**src/rtl/nb_pkg.sv**
```systemverilog
package nb_pkg;

  localparam int BUS_W = 32;

  localparam logic [2:0] OPC_CMD   = 3'd0;
  localparam logic [2:0] OPC_ADDR  = 3'd1;
  localparam logic [2:0] OPC_RDARM = 3'd2;
  localparam logic [2:0] OPC_WDATA = 3'd3;

  typedef enum logic [1:0] {ST_IDLE, ST_BUSY, ST_ACK} nb_state_e;

  function automatic logic [2:0] f_opcode(input logic [BUS_W-1:0] w);
    return w[30:28];
  endfunction

  function automatic logic [7:0] f_byte(input logic [BUS_W-1:0] w);
    return w[23:16];
  endfunction

  function automatic logic f_ce_req(input logic [BUS_W-1:0] w);
    return w[31];
  endfunction

  function automatic logic f_is_strobed_op(input logic [2:0] op);
    return (op == OPC_CMD) || (op == OPC_ADDR) || (op == OPC_WDATA);
  endfunction

  function automatic logic [BUS_W-1:0] f_status(input logic [7:0] b, input logic busy);
    return {8'h00, b, busy, 15'h0000};
  endfunction

  function automatic logic f_in_low(input int cnt, input int setup, input int low);
    return (cnt >= setup) && (cnt < setup + low);
  endfunction

endpackage

```
**src/rtl/nb_sync.sv**
```systemverilog
module nb_sync #(
  parameter int STAGES = 2,
  parameter logic RST_VAL = 1'b1
) (
  input  logic clk,
  input  logic rst,
  input  logic d,
  output logic q
);
  logic [STAGES-1:0] chain;

  always_ff @(posedge clk) begin
    if (rst) chain[0] <= RST_VAL;
    else     chain[0] <= d;
  end

  for (genvar g = 1; g < STAGES; g++) begin : g_stage
    always_ff @(posedge clk) begin
      if (rst) chain[g] <= RST_VAL;
      else     chain[g] <= chain[g-1];
    end
  end

  assign q = chain[STAGES-1];
endmodule

```
**src/rtl/nb_strobe.sv**
```systemverilog
module nb_strobe #(
  parameter int T_SETUP = 1,
  parameter int T_LOW   = 2,
  parameter int T_HOLD  = 1
) (
  input  logic clk,
  input  logic rst,
  input  logic start,
  output logic active,
  output logic low,
  output logic sample,
  output logic done
);
  import nb_pkg::*;

  localparam int TOTAL = T_SETUP + T_LOW + T_HOLD;
  localparam int CW    = $clog2(TOTAL + 1);

  logic [CW-1:0] cnt;
  logic          act_q;

  always_ff @(posedge clk) begin
    if (rst) begin
      act_q <= 1'b0;
      cnt   <= '0;
    end else if (start && !act_q) begin
      act_q <= 1'b1;
      cnt   <= '0;
    end else if (act_q) begin
      if (int'(cnt) == TOTAL - 1) begin
        act_q <= 1'b0;
        cnt   <= '0;
      end else begin
        cnt <= cnt + 1'b1;
      end
    end
  end

  assign active = act_q;
  assign low    = act_q && f_in_low(int'(cnt), T_SETUP, T_LOW);
  assign sample = act_q && (int'(cnt) == T_SETUP + T_LOW - 1);
  assign done   = act_q && (int'(cnt) == TOTAL - 1);

  // the strobe is low only inside an active window, and a window ends before restart
  assert_low_in_window_R6: assert property (@(posedge clk) disable iff (rst)
    low |-> active);
  assert_done_ends_window_R6: assert property (@(posedge clk) disable iff (rst)
    done |=> !active);
endmodule

```
**src/rtl/nand_bridge.sv**
```systemverilog
module nand_bridge #(
  parameter int T_SETUP = 1,
  parameter int T_LOW   = 2,
  parameter int T_HOLD  = 1
) (
  input  logic        clk,
  input  logic        rst,
  input  logic        req_valid,
  input  logic        req_write,
  input  logic [31:0] req_wdata,
  output logic        req_ack,
  output logic [31:0] rd_data,
  output logic        nf_ce_n,
  output logic        nf_cle,
  output logic        nf_ale,
  output logic        nf_we_n,
  output logic        nf_re_n,
  output logic [7:0]  nf_io_out,
  output logic        nf_io_oe,
  input  logic [7:0]  nf_io_in,
  input  logic        nf_rb_n
);
  import nb_pkg::*;

  nb_state_e   state;
  logic        ce_q, cle_q, ale_q, wr_q, rd_mode_q;
  logic [7:0]  io_q, byte_q;
  logic [31:0] rdata_q;

  logic rb_sync, busy;
  logic stb_active, stb_low, stb_sample, stb_done;
  logic accept, go_write, go_read, stb_start;
  logic [2:0] op;
  logic [7:0] rd_byte_n;

  nb_sync #(.STAGES(2), .RST_VAL(1'b1)) i_sync (
    .clk(clk), .rst(rst), .d(nf_rb_n), .q(rb_sync)
  );

  nb_strobe #(.T_SETUP(T_SETUP), .T_LOW(T_LOW), .T_HOLD(T_HOLD)) i_strobe (
    .clk(clk), .rst(rst), .start(stb_start),
    .active(stb_active), .low(stb_low), .sample(stb_sample), .done(stb_done)
  );

  assign busy      = ~rb_sync;
  assign op        = f_opcode(req_wdata);
  assign accept    = (state == ST_IDLE) && req_valid;
  assign go_write  = accept && req_write && f_is_strobed_op(op);
  assign go_read   = accept && !req_write && rd_mode_q;
  assign stb_start = (go_write || go_read) && !stb_active;
  assign rd_byte_n = stb_sample ? nf_io_in : byte_q;

  always_ff @(posedge clk) begin
    if (rst) begin
      state     <= ST_IDLE;
      ce_q      <= 1'b0;
      cle_q     <= 1'b0;
      ale_q     <= 1'b0;
      wr_q      <= 1'b0;
      rd_mode_q <= 1'b0;
      io_q      <= 8'h00;
      byte_q    <= 8'h00;
      rdata_q   <= '0;
    end else begin
      unique case (state)
        ST_IDLE: begin
          if (accept && req_write) begin
            ce_q      <= f_ce_req(req_wdata);
            rd_mode_q <= (op == OPC_RDARM);
            rdata_q   <= f_status(8'h00, busy);
            if (go_write) begin
              cle_q <= (op == OPC_CMD);
              ale_q <= (op == OPC_ADDR);
              wr_q  <= 1'b1;
              io_q  <= f_byte(req_wdata);
              state <= ST_BUSY;
            end else begin
              state <= ST_ACK;
            end
          end else if (accept) begin
            if (go_read) begin
              wr_q  <= 1'b0;
              state <= ST_BUSY;
            end else begin
              rdata_q <= f_status(8'h00, busy);
              state   <= ST_ACK;
            end
          end
        end
        ST_BUSY: begin
          if (stb_sample && !wr_q) byte_q <= nf_io_in;
          if (stb_done) begin
            cle_q   <= 1'b0;
            ale_q   <= 1'b0;
            wr_q    <= 1'b0;
            rdata_q <= f_status(wr_q ? 8'h00 : rd_byte_n, busy);
            state   <= ST_ACK;
          end
        end
        ST_ACK:  state <= ST_IDLE;
        default: state <= ST_IDLE;
      endcase
    end
  end

  assign req_ack   = (state == ST_ACK);
  assign rd_data   = rdata_q;
  assign nf_ce_n   = ~ce_q;
  assign nf_cle    = cle_q;
  assign nf_ale    = ale_q;
  assign nf_we_n   = ~(stb_low && wr_q);
  assign nf_re_n   = ~(stb_low && !wr_q);
  assign nf_io_out = io_q;
  assign nf_io_oe  = wr_q;

  // latch enables and strobes are mutually exclusive, driver on during writes
  assert_cle_ale_excl_R7: assert property (@(posedge clk) disable iff (rst)
    !(nf_cle && nf_ale));
  assert_we_re_excl_R7: assert property (@(posedge clk) disable iff (rst)
    nf_we_n || nf_re_n);
  assert_oe_with_we_R7: assert property (@(posedge clk) disable iff (rst)
    !nf_we_n |-> nf_io_oe);
  // the byte on the I/O lines does not move while write-enable is low
  assert_io_stable_R1: assert property (@(posedge clk) disable iff (rst)
    (!nf_we_n && $past(!nf_we_n)) |-> $stable(nf_io_out));
  // a read strobe never drives the I/O lines
  assert_re_no_drive_R3: assert property (@(posedge clk) disable iff (rst)
    !nf_re_n |-> !nf_io_oe);
  // the acknowledge lasts exactly one cycle and never overlaps a strobe
  assert_ack_single_R6: assert property (@(posedge clk) disable iff (rst)
    req_ack |=> !req_ack);
  assert_ack_after_strobe_R6: assert property (@(posedge clk) disable iff (rst)
    req_ack |-> (nf_we_n && nf_re_n));
endmodule

```
**config.mk**
```make
export PLATFORM = sky130hd
export DESIGN_NAME = nand_bridge
export DESIGN_NICKNAME = d
export VERILOG_FILES = /design/src/rtl/nb_pkg.sv /design/src/rtl/nb_sync.sv /design/src/rtl/nb_strobe.sv /design/src/rtl/nand_bridge.sv
export SDC_FILE = /design/constraint.sdc
export NUM_CORES = 1
export LEC_CHECK = 0
export ABC_AREA = 0
export BUFFER_PORTS_ARGS = -buffer_cell sky130_fd_sc_hd__buf_2
export CAP_MARGIN = 5
export CORE_MARGIN = 2
export CORE_UTILIZATION = 47
export CTS_BUF_LIST = sky130_fd_sc_hd__clkbuf_8
export CTS_CLUSTER_DIAMETER = 200
export CTS_CLUSTER_SIZE = 20
export DETAILED_ROUTE_END_ITERATION = 8
export PLACE_DENSITY = 0.85
export SKIP_LAST_GASP = 1
export SLEW_MARGIN = 20
export SYNTH_ARGS = -nofsm -noshare
export SYNTH_HDL_FRONTEND = slang
export SYNTH_SLANG_ARGS = --single-unit
```
**constraint.sdc**
```tcl
create_clock -name clk -period 2.04 [get_ports clk]
set_input_delay 0.102 -clock clk [delete_from_list [all_inputs] [get_ports clk]]
set_output_delay 0.102 -clock clk [all_outputs]
set_load 0.03 [all_outputs]
```
== After elaboration in Yosys (flattened, before gate mapping) ==
Cells that the tools add are included.
W data, S select, Z words.

* Bits in registers: 61
* Logic and storage cells: 94
* Input bits: 45
* Output and inout port bits: 47

* Order comparisons: 2
* Reduce and logical (&&, ||, !) cells: 31
* Add/subtract/negate cells: 1
* Eq/ne operators: 14
* Muxes and demuxes: 29
* Bitwise logic cells: 4

{| class="wikitable"
|+ Operators by type and width
! operator !! number
|-
| $mux W32 || 4
|-
| $pmux W32 S2 || 1
|-
| $mux W8 || 2
|-
| $logic_and A1 B1 Y1 || 14
|-
| $mux W1 || 12
|-
| $mux W2 || 5
|-
| $ne A3 B2 Y1 const B || 3
|-
| $reduce_and A4 Y1 || 2
|-
| $eq A3 B2 Y1 const B || 2
|-
| $eq A3 B3 Y1 const B || 2
|-
| $pmux W1 S2 || 3
|-
| $reduce_and A2 Y1 || 3
|-
| $reduce_and A5 Y1 || 1
|-
| $ne A2 B1 Y1 const B || 2
|-
| $not A1 Y1 || 4
|-
| $pmux W2 S2 || 1
|-
| $add A3 B1 Y3 const B || 1
|-
| $eq A3 B1 Y1 const B || 1
|-
| $ge A3 B1 Y1 const B || 1
|-
| $logic_not A1 Y1 || 3
|-
| $logic_not A3 Y1 || 1
|-
| $logic_or A1 B1 Y1 || 3
|-
| $lt A3 B2 Y1 const B || 1
|-
| $mux W3 || 1
|-
| other kinds (8) || 8
|}

== Longest topological paths before layout ==
* Depth after elaboration: 8
* Gate-level depth with buffers: 8
* Gate-level depth less buffers: 6

== By module ==
Synthesis repeated with hierarchy kept, for this count alone.

* Cell total of the unflattened synthesis: 186
* Area total of the unflattened synthesis: 1799.2 µm²

{| class="wikitable"
|+ By module, submodules not included
! module !! sequential area each (µm²) !! area an instance (µm²) !! cells each !! times used
|-
| nand_bridge || 640.6 || 1516.5 || 156 || 1
|-
| nb_strobe || 80.1 || 230.2 || 26 || 1
|-
| nb_sync || 40.0 || 52.6 || 4 || 1
|}

== Worst setup path before layout ==
No wires, ideal clock.

* Path kind: register -> register
* Start point: reg i_strobe.cnt[0]
* End point: reg byte_q[0]
* Arrival: 1.450 ns
* Path buffers: 2
* Period minus slack after synthesis: 1.577 ns
* Data required time: 1.912 ns
* Library setup time: 0.128 ns
* Path slack: 0.463 ns
* Stages on the path, launching flop included: 9
* Path through: dfxtp_1 -> inv_1 -> ha_1 -> nand3b_4 -> buf_6 -> or3_1 -> buf_6 -> mux2i_1 -> nor2_1

* Longest elaborated chain between the ends: 4

{| class="wikitable"
|+ Ends and longest elaborated chain
! what !! RTL line !! source
|-
| start: declaration || nb_strobe.sv:19 || <nowiki>logic [CW-1:0] cnt;</nowiki>
|-
| start signal: assignment || nb_strobe.sv:34 || <nowiki>cnt <= cnt + 1'b1;</nowiki>
|-
| $eq A3 B3 Y1 || nb_strobe.sv:41 || <nowiki>assign sample = act_q && (int'(cnt) == T_SETUP + T_LOW - 1);</nowiki>
|-
| $logic_and A1 B1 Y1 || nb_strobe.sv:41 ||
|-
| $logic_and A1 B1 Y1 || nand_bridge.sv:91 || <nowiki>if (stb_sample && !wr_q) byte_q <= nf_io_in;</nowiki>
|-
| $reduce_and A2 Y1 (no source line) || -- ||
|-
| end signal: assignment || nand_bridge.sv:91 ||
|-
| end: declaration || nand_bridge.sv:27 || <nowiki>logic [7:0] io_q, byte_q;</nowiki>
|}

No other way between the ends.
A chain may end at the register's enable or synchronous reset.

== Worst setup path in the final report ==
* Start point: reg i_strobe.cnt[1]
* End point: reg rdata_q[22] (netlist: rd_data[22])

* Longest elaborated chain between the ends: 6
* Elaborated cells on any way between the ends: 10
* Classes of those cells: eq/ne: 3; mux: 4; reduce/logical: 3

{| class="wikitable"
|+ Ends and longest elaborated chain
! what !! RTL line !! source
|-
| $eq A3 B3 Y1 || nb_strobe.sv:41 ||
|-
| $logic_and A1 B1 Y1 || nb_strobe.sv:41 ||
|-
| $mux W8 || nand_bridge.sv:51 || <nowiki>assign rd_byte_n = stb_sample ? nf_io_in : byte_q;</nowiki>
|-
| $mux W8 || nand_bridge.sv:96 || <nowiki>rdata_q <= f_status(wr_q ? 8'h00 : rd_byte_n, busy);</nowiki>
|-
| $mux W32 || nand_bridge.sv:92 || <nowiki>if (stb_done) begin</nowiki>
|-
| $pmux W32 S2 || nand_bridge.sv:65 || <nowiki>unique case (state)</nowiki>
|-
| end signal: assignment || nand_bridge.sv:70 || <nowiki>rdata_q <= f_status(8'h00, busy);</nowiki>
|-
| end signal: assignment || nand_bridge.sv:85 || <nowiki>rdata_q <= f_status(8'h00, busy);</nowiki>
|-
| end signal: assignment || nand_bridge.sv:96 ||
|-
| end: declaration || nand_bridge.sv:28 || <nowiki>logic [31:0] rdata_q;</nowiki>
|}

Several ways; a longest one is shown, not always the timed one. The select of a mux whose other input is x is not followed.

==> results.md <==
- Status: completed
- NetSw: 0.416 mW
- Worst hold path class: primary input to register
- RSZ-0062 raised after global routing: false
- Seq/Total Area, Yosys: 41.8%
- Top FF cell, synth: dfxtp_1
- Internal power: 1.33 mW
- Setup CP Type: register to register
- # IOs: 92
- Crit path DAT: 1950 ps
- Max Clock Skew: 3.42 ps
- Critical Path Start: i_strobe.cnt[1]
- Sequential share of power: 44.1%
- Distinct cells, synth: 38
- Seq cells post-synth: 38
- Vias: 1425
- Core area: 3690 um^2
- Share of layout cells above drive strength 1: 27.0%
- Switch share: 23.8%
- Post-layout util: 57.8%
- Crit path time final: 1730 ps
- First-pass GRT wire length: 5.61 mm
- Mapped cell area: 1820 um^2
- Setup Fix Bufs, Post-CTS: 0
- H-tree levels: 2
- Clock Tree Buf Depth: 2
- Finished Cell Area: 2130 um^2
- Die Wd: 66.2 um
- Final worst-path cycle share: 84.8%
- Detailed Route WL: 3.59 mm
- Wire per inst: 12.6 um
- Initial cell density of the core: 49.3%
- Fin. max-slew vios: 0
- Post-Place Cells: 276
- Antenna violations before repair: 0
- Number of hold violations in the final report: 0
- Final Wtd Congestion: 0.779
- Commonest non-fill, non-tap cell in the layout: buf_2
- DIE HEIGHT: 66.2 um
- Async SR Flop Fraction: 0%
- Synthesis warning total: 0
- Full die area: 4380 um^2
- Vias per cell: 5.00
- Max IR drop VDD: 0.000778 V
- Clock Sinks: 38
- Clk pwr share: 45.3%
- CP Capture Type: register
- Final setup vio count: 0
- GRT Resource Usage Total: 16.8%
- Pleak: 1.07 nW
- Synthesized area per cell: 9.67 um^2
- Number of enable flip-flop cells after synthesis: 0
- Setup_tns: 0 ps
- Area Overhead vs Synth: 17.2%
- Post-detail-place hpwl: 2.49 mm
- Cell Count, Final, Fillers Out: 285
- Vias in the first global route: 1337
- Startpoint Class: register
- CTS tree: done
- Largest net degree at the start of global routing: 35
- Gate power share: 10.6%
- Root Buffer: clkbuf_8
- Initial DRC Count: 25
- Max Cap Violations: 0
- Data required, critical path: 2260 ps
- Clock Latency Late Sink: 290 ps
- DP Area: 1980 um^2
- Pre-antenna DRT Iters: 4
- Most frequent cells in the layout: buf_2 (48), dfxtp_1 (38), mux2i_1 (25)
- Post-DRT Antenna Nets: 0
- Worst slew pin tran: 733 ps
- Final Net Count: 284
- CP max FO: 8
- Mapped Cells: 188
- Peak Freq: 578 MHz
- Hold_ws: 38.9 ps
- PortBufs: 48
- CTS buffer count: 5
- Worst r2r src: i_strobe.cnt[1]
- Antenna diodes: 0
- Total gr overflow: 0
- Hold wc startpoint: req_wdata[28]
- DRC Markers: 0
- Slew headroom: 51.1%
- P per Cell Area: 819 nW/um^2
- Clock transition at path regs: 80 ps
- Site row count: 22
-- worst paths after layout --
check / endpoint / slack [ps] / cells past startpoint
max: rd_data[22] / 310 / 5
min: nf_cle / 40 / 2
max reg2reg: rd_data[22] / 310 / 5
min reg2reg: i_sync.q / 410 / 1
-- metrics by stage --
stage | power (mW) | worst slack (ps)
after CTS | 1.75 | 294
after detailed placement | 0.967 | 325
after global placement | 0.963 | 369
after floorplan | 0.952 | 463
after global routing | 1.80 | 158
final | 1.74 | 311
-- Yosys cell counts (all sizes together) (6+ instances only) --
cell     number  area [um^2]
dfxtp        38          761
buf          28          219
mux2i        25          250
nor2         22         85.1
o2bb2ai       8         70.1
a21oi         7         35.0
inv           7         26.3
nand2b        7         43.8
nand2         6         22.5
-- final cells by class --
cell class | instances | area (um^2)
clock buffer | 6 | 82.6
clock inverter | 2 | 60.1
fill | 330 | 1560
inverter | 7 | 26.3
multi-input combinational | 134 | 883
sequential | 38 | 761
tap | 48 | 60.1
timing repair buffer | 50 | 258
-- registers in the layout, indices dropped and copies added, names as in the netlist --
| register | flops |
|---|---|
| i_sync.q | 1 |
| i_sync.chain | 1 |
| rd_mode_q | 1 |
| nf_ale | 1 |
| rd_data | 9 |
| nf_cle | 1 |
| nf_io_oe | 1 |
| i_strobe.cnt | 3 |
| ce_q | 1 |
| state | 2 |
| i_strobe.active | 1 |
| byte_q | 8 |
| nf_io_out | 8 |
-- cells by family (layout without fill, tap and decap cells) --
family / Yosys count / count (layout) / synth area share, %
AO/OA/AOI/OAI: 25 / 25 / 9.57
adder cells (fa/ha/maj): 3 / 3 / 2.06
buffers and inverters: 38 / 65 / 14.1
flip-flops: 38 / 38 / 41.8
multiplexers: 25 / 25 / 13.8
other: 1 / 23 / 0.206
AND/OR/NAND/NOR: 58 / 58 / 18.4
-- layer usage --
layer | up-vias | GRT usage, % | share of wire (%)
li1 | 699 | - | -
met3 | 7 | 5.28 | 6.4
met4 | 0 | 7.65 | 1.8
met5 | - | 0 | 0
met2 | 60 | 28.1 | 46
met1 | 659 | 19.5 | 46
-- worst max-delay path: stages (launching register included) --
cell and delay [ps]:
dfxtp_1 340, ha_1 230, nand4b_1 150, o21ai_1 130, a21oi_1 620, o2bb2ai_1 180
-- power groups by stage --
stage / Combinational, mW / Sequential, mW / Clock [mW]
2_1_floorplan: 0.156 / 0.796 / 0
3_3_place_gp: 0.177 / 0.785 / 0
3_5_place_dp: 0.181 / 0.786 / 0
4_1_cts: 0.184 / 0.769 / 0.799
5_1_grt: 0.198 / 0.771 / 0.826
6_report: 0.184 / 0.769 / 0.791
-- repair_timing --
action | in CTS | in global routing
hold endpoints to repair | 1 | 0
resized for setup | 0 | 0
hold buffers | 1 | 0
Power figures use the tool's default switching activity.
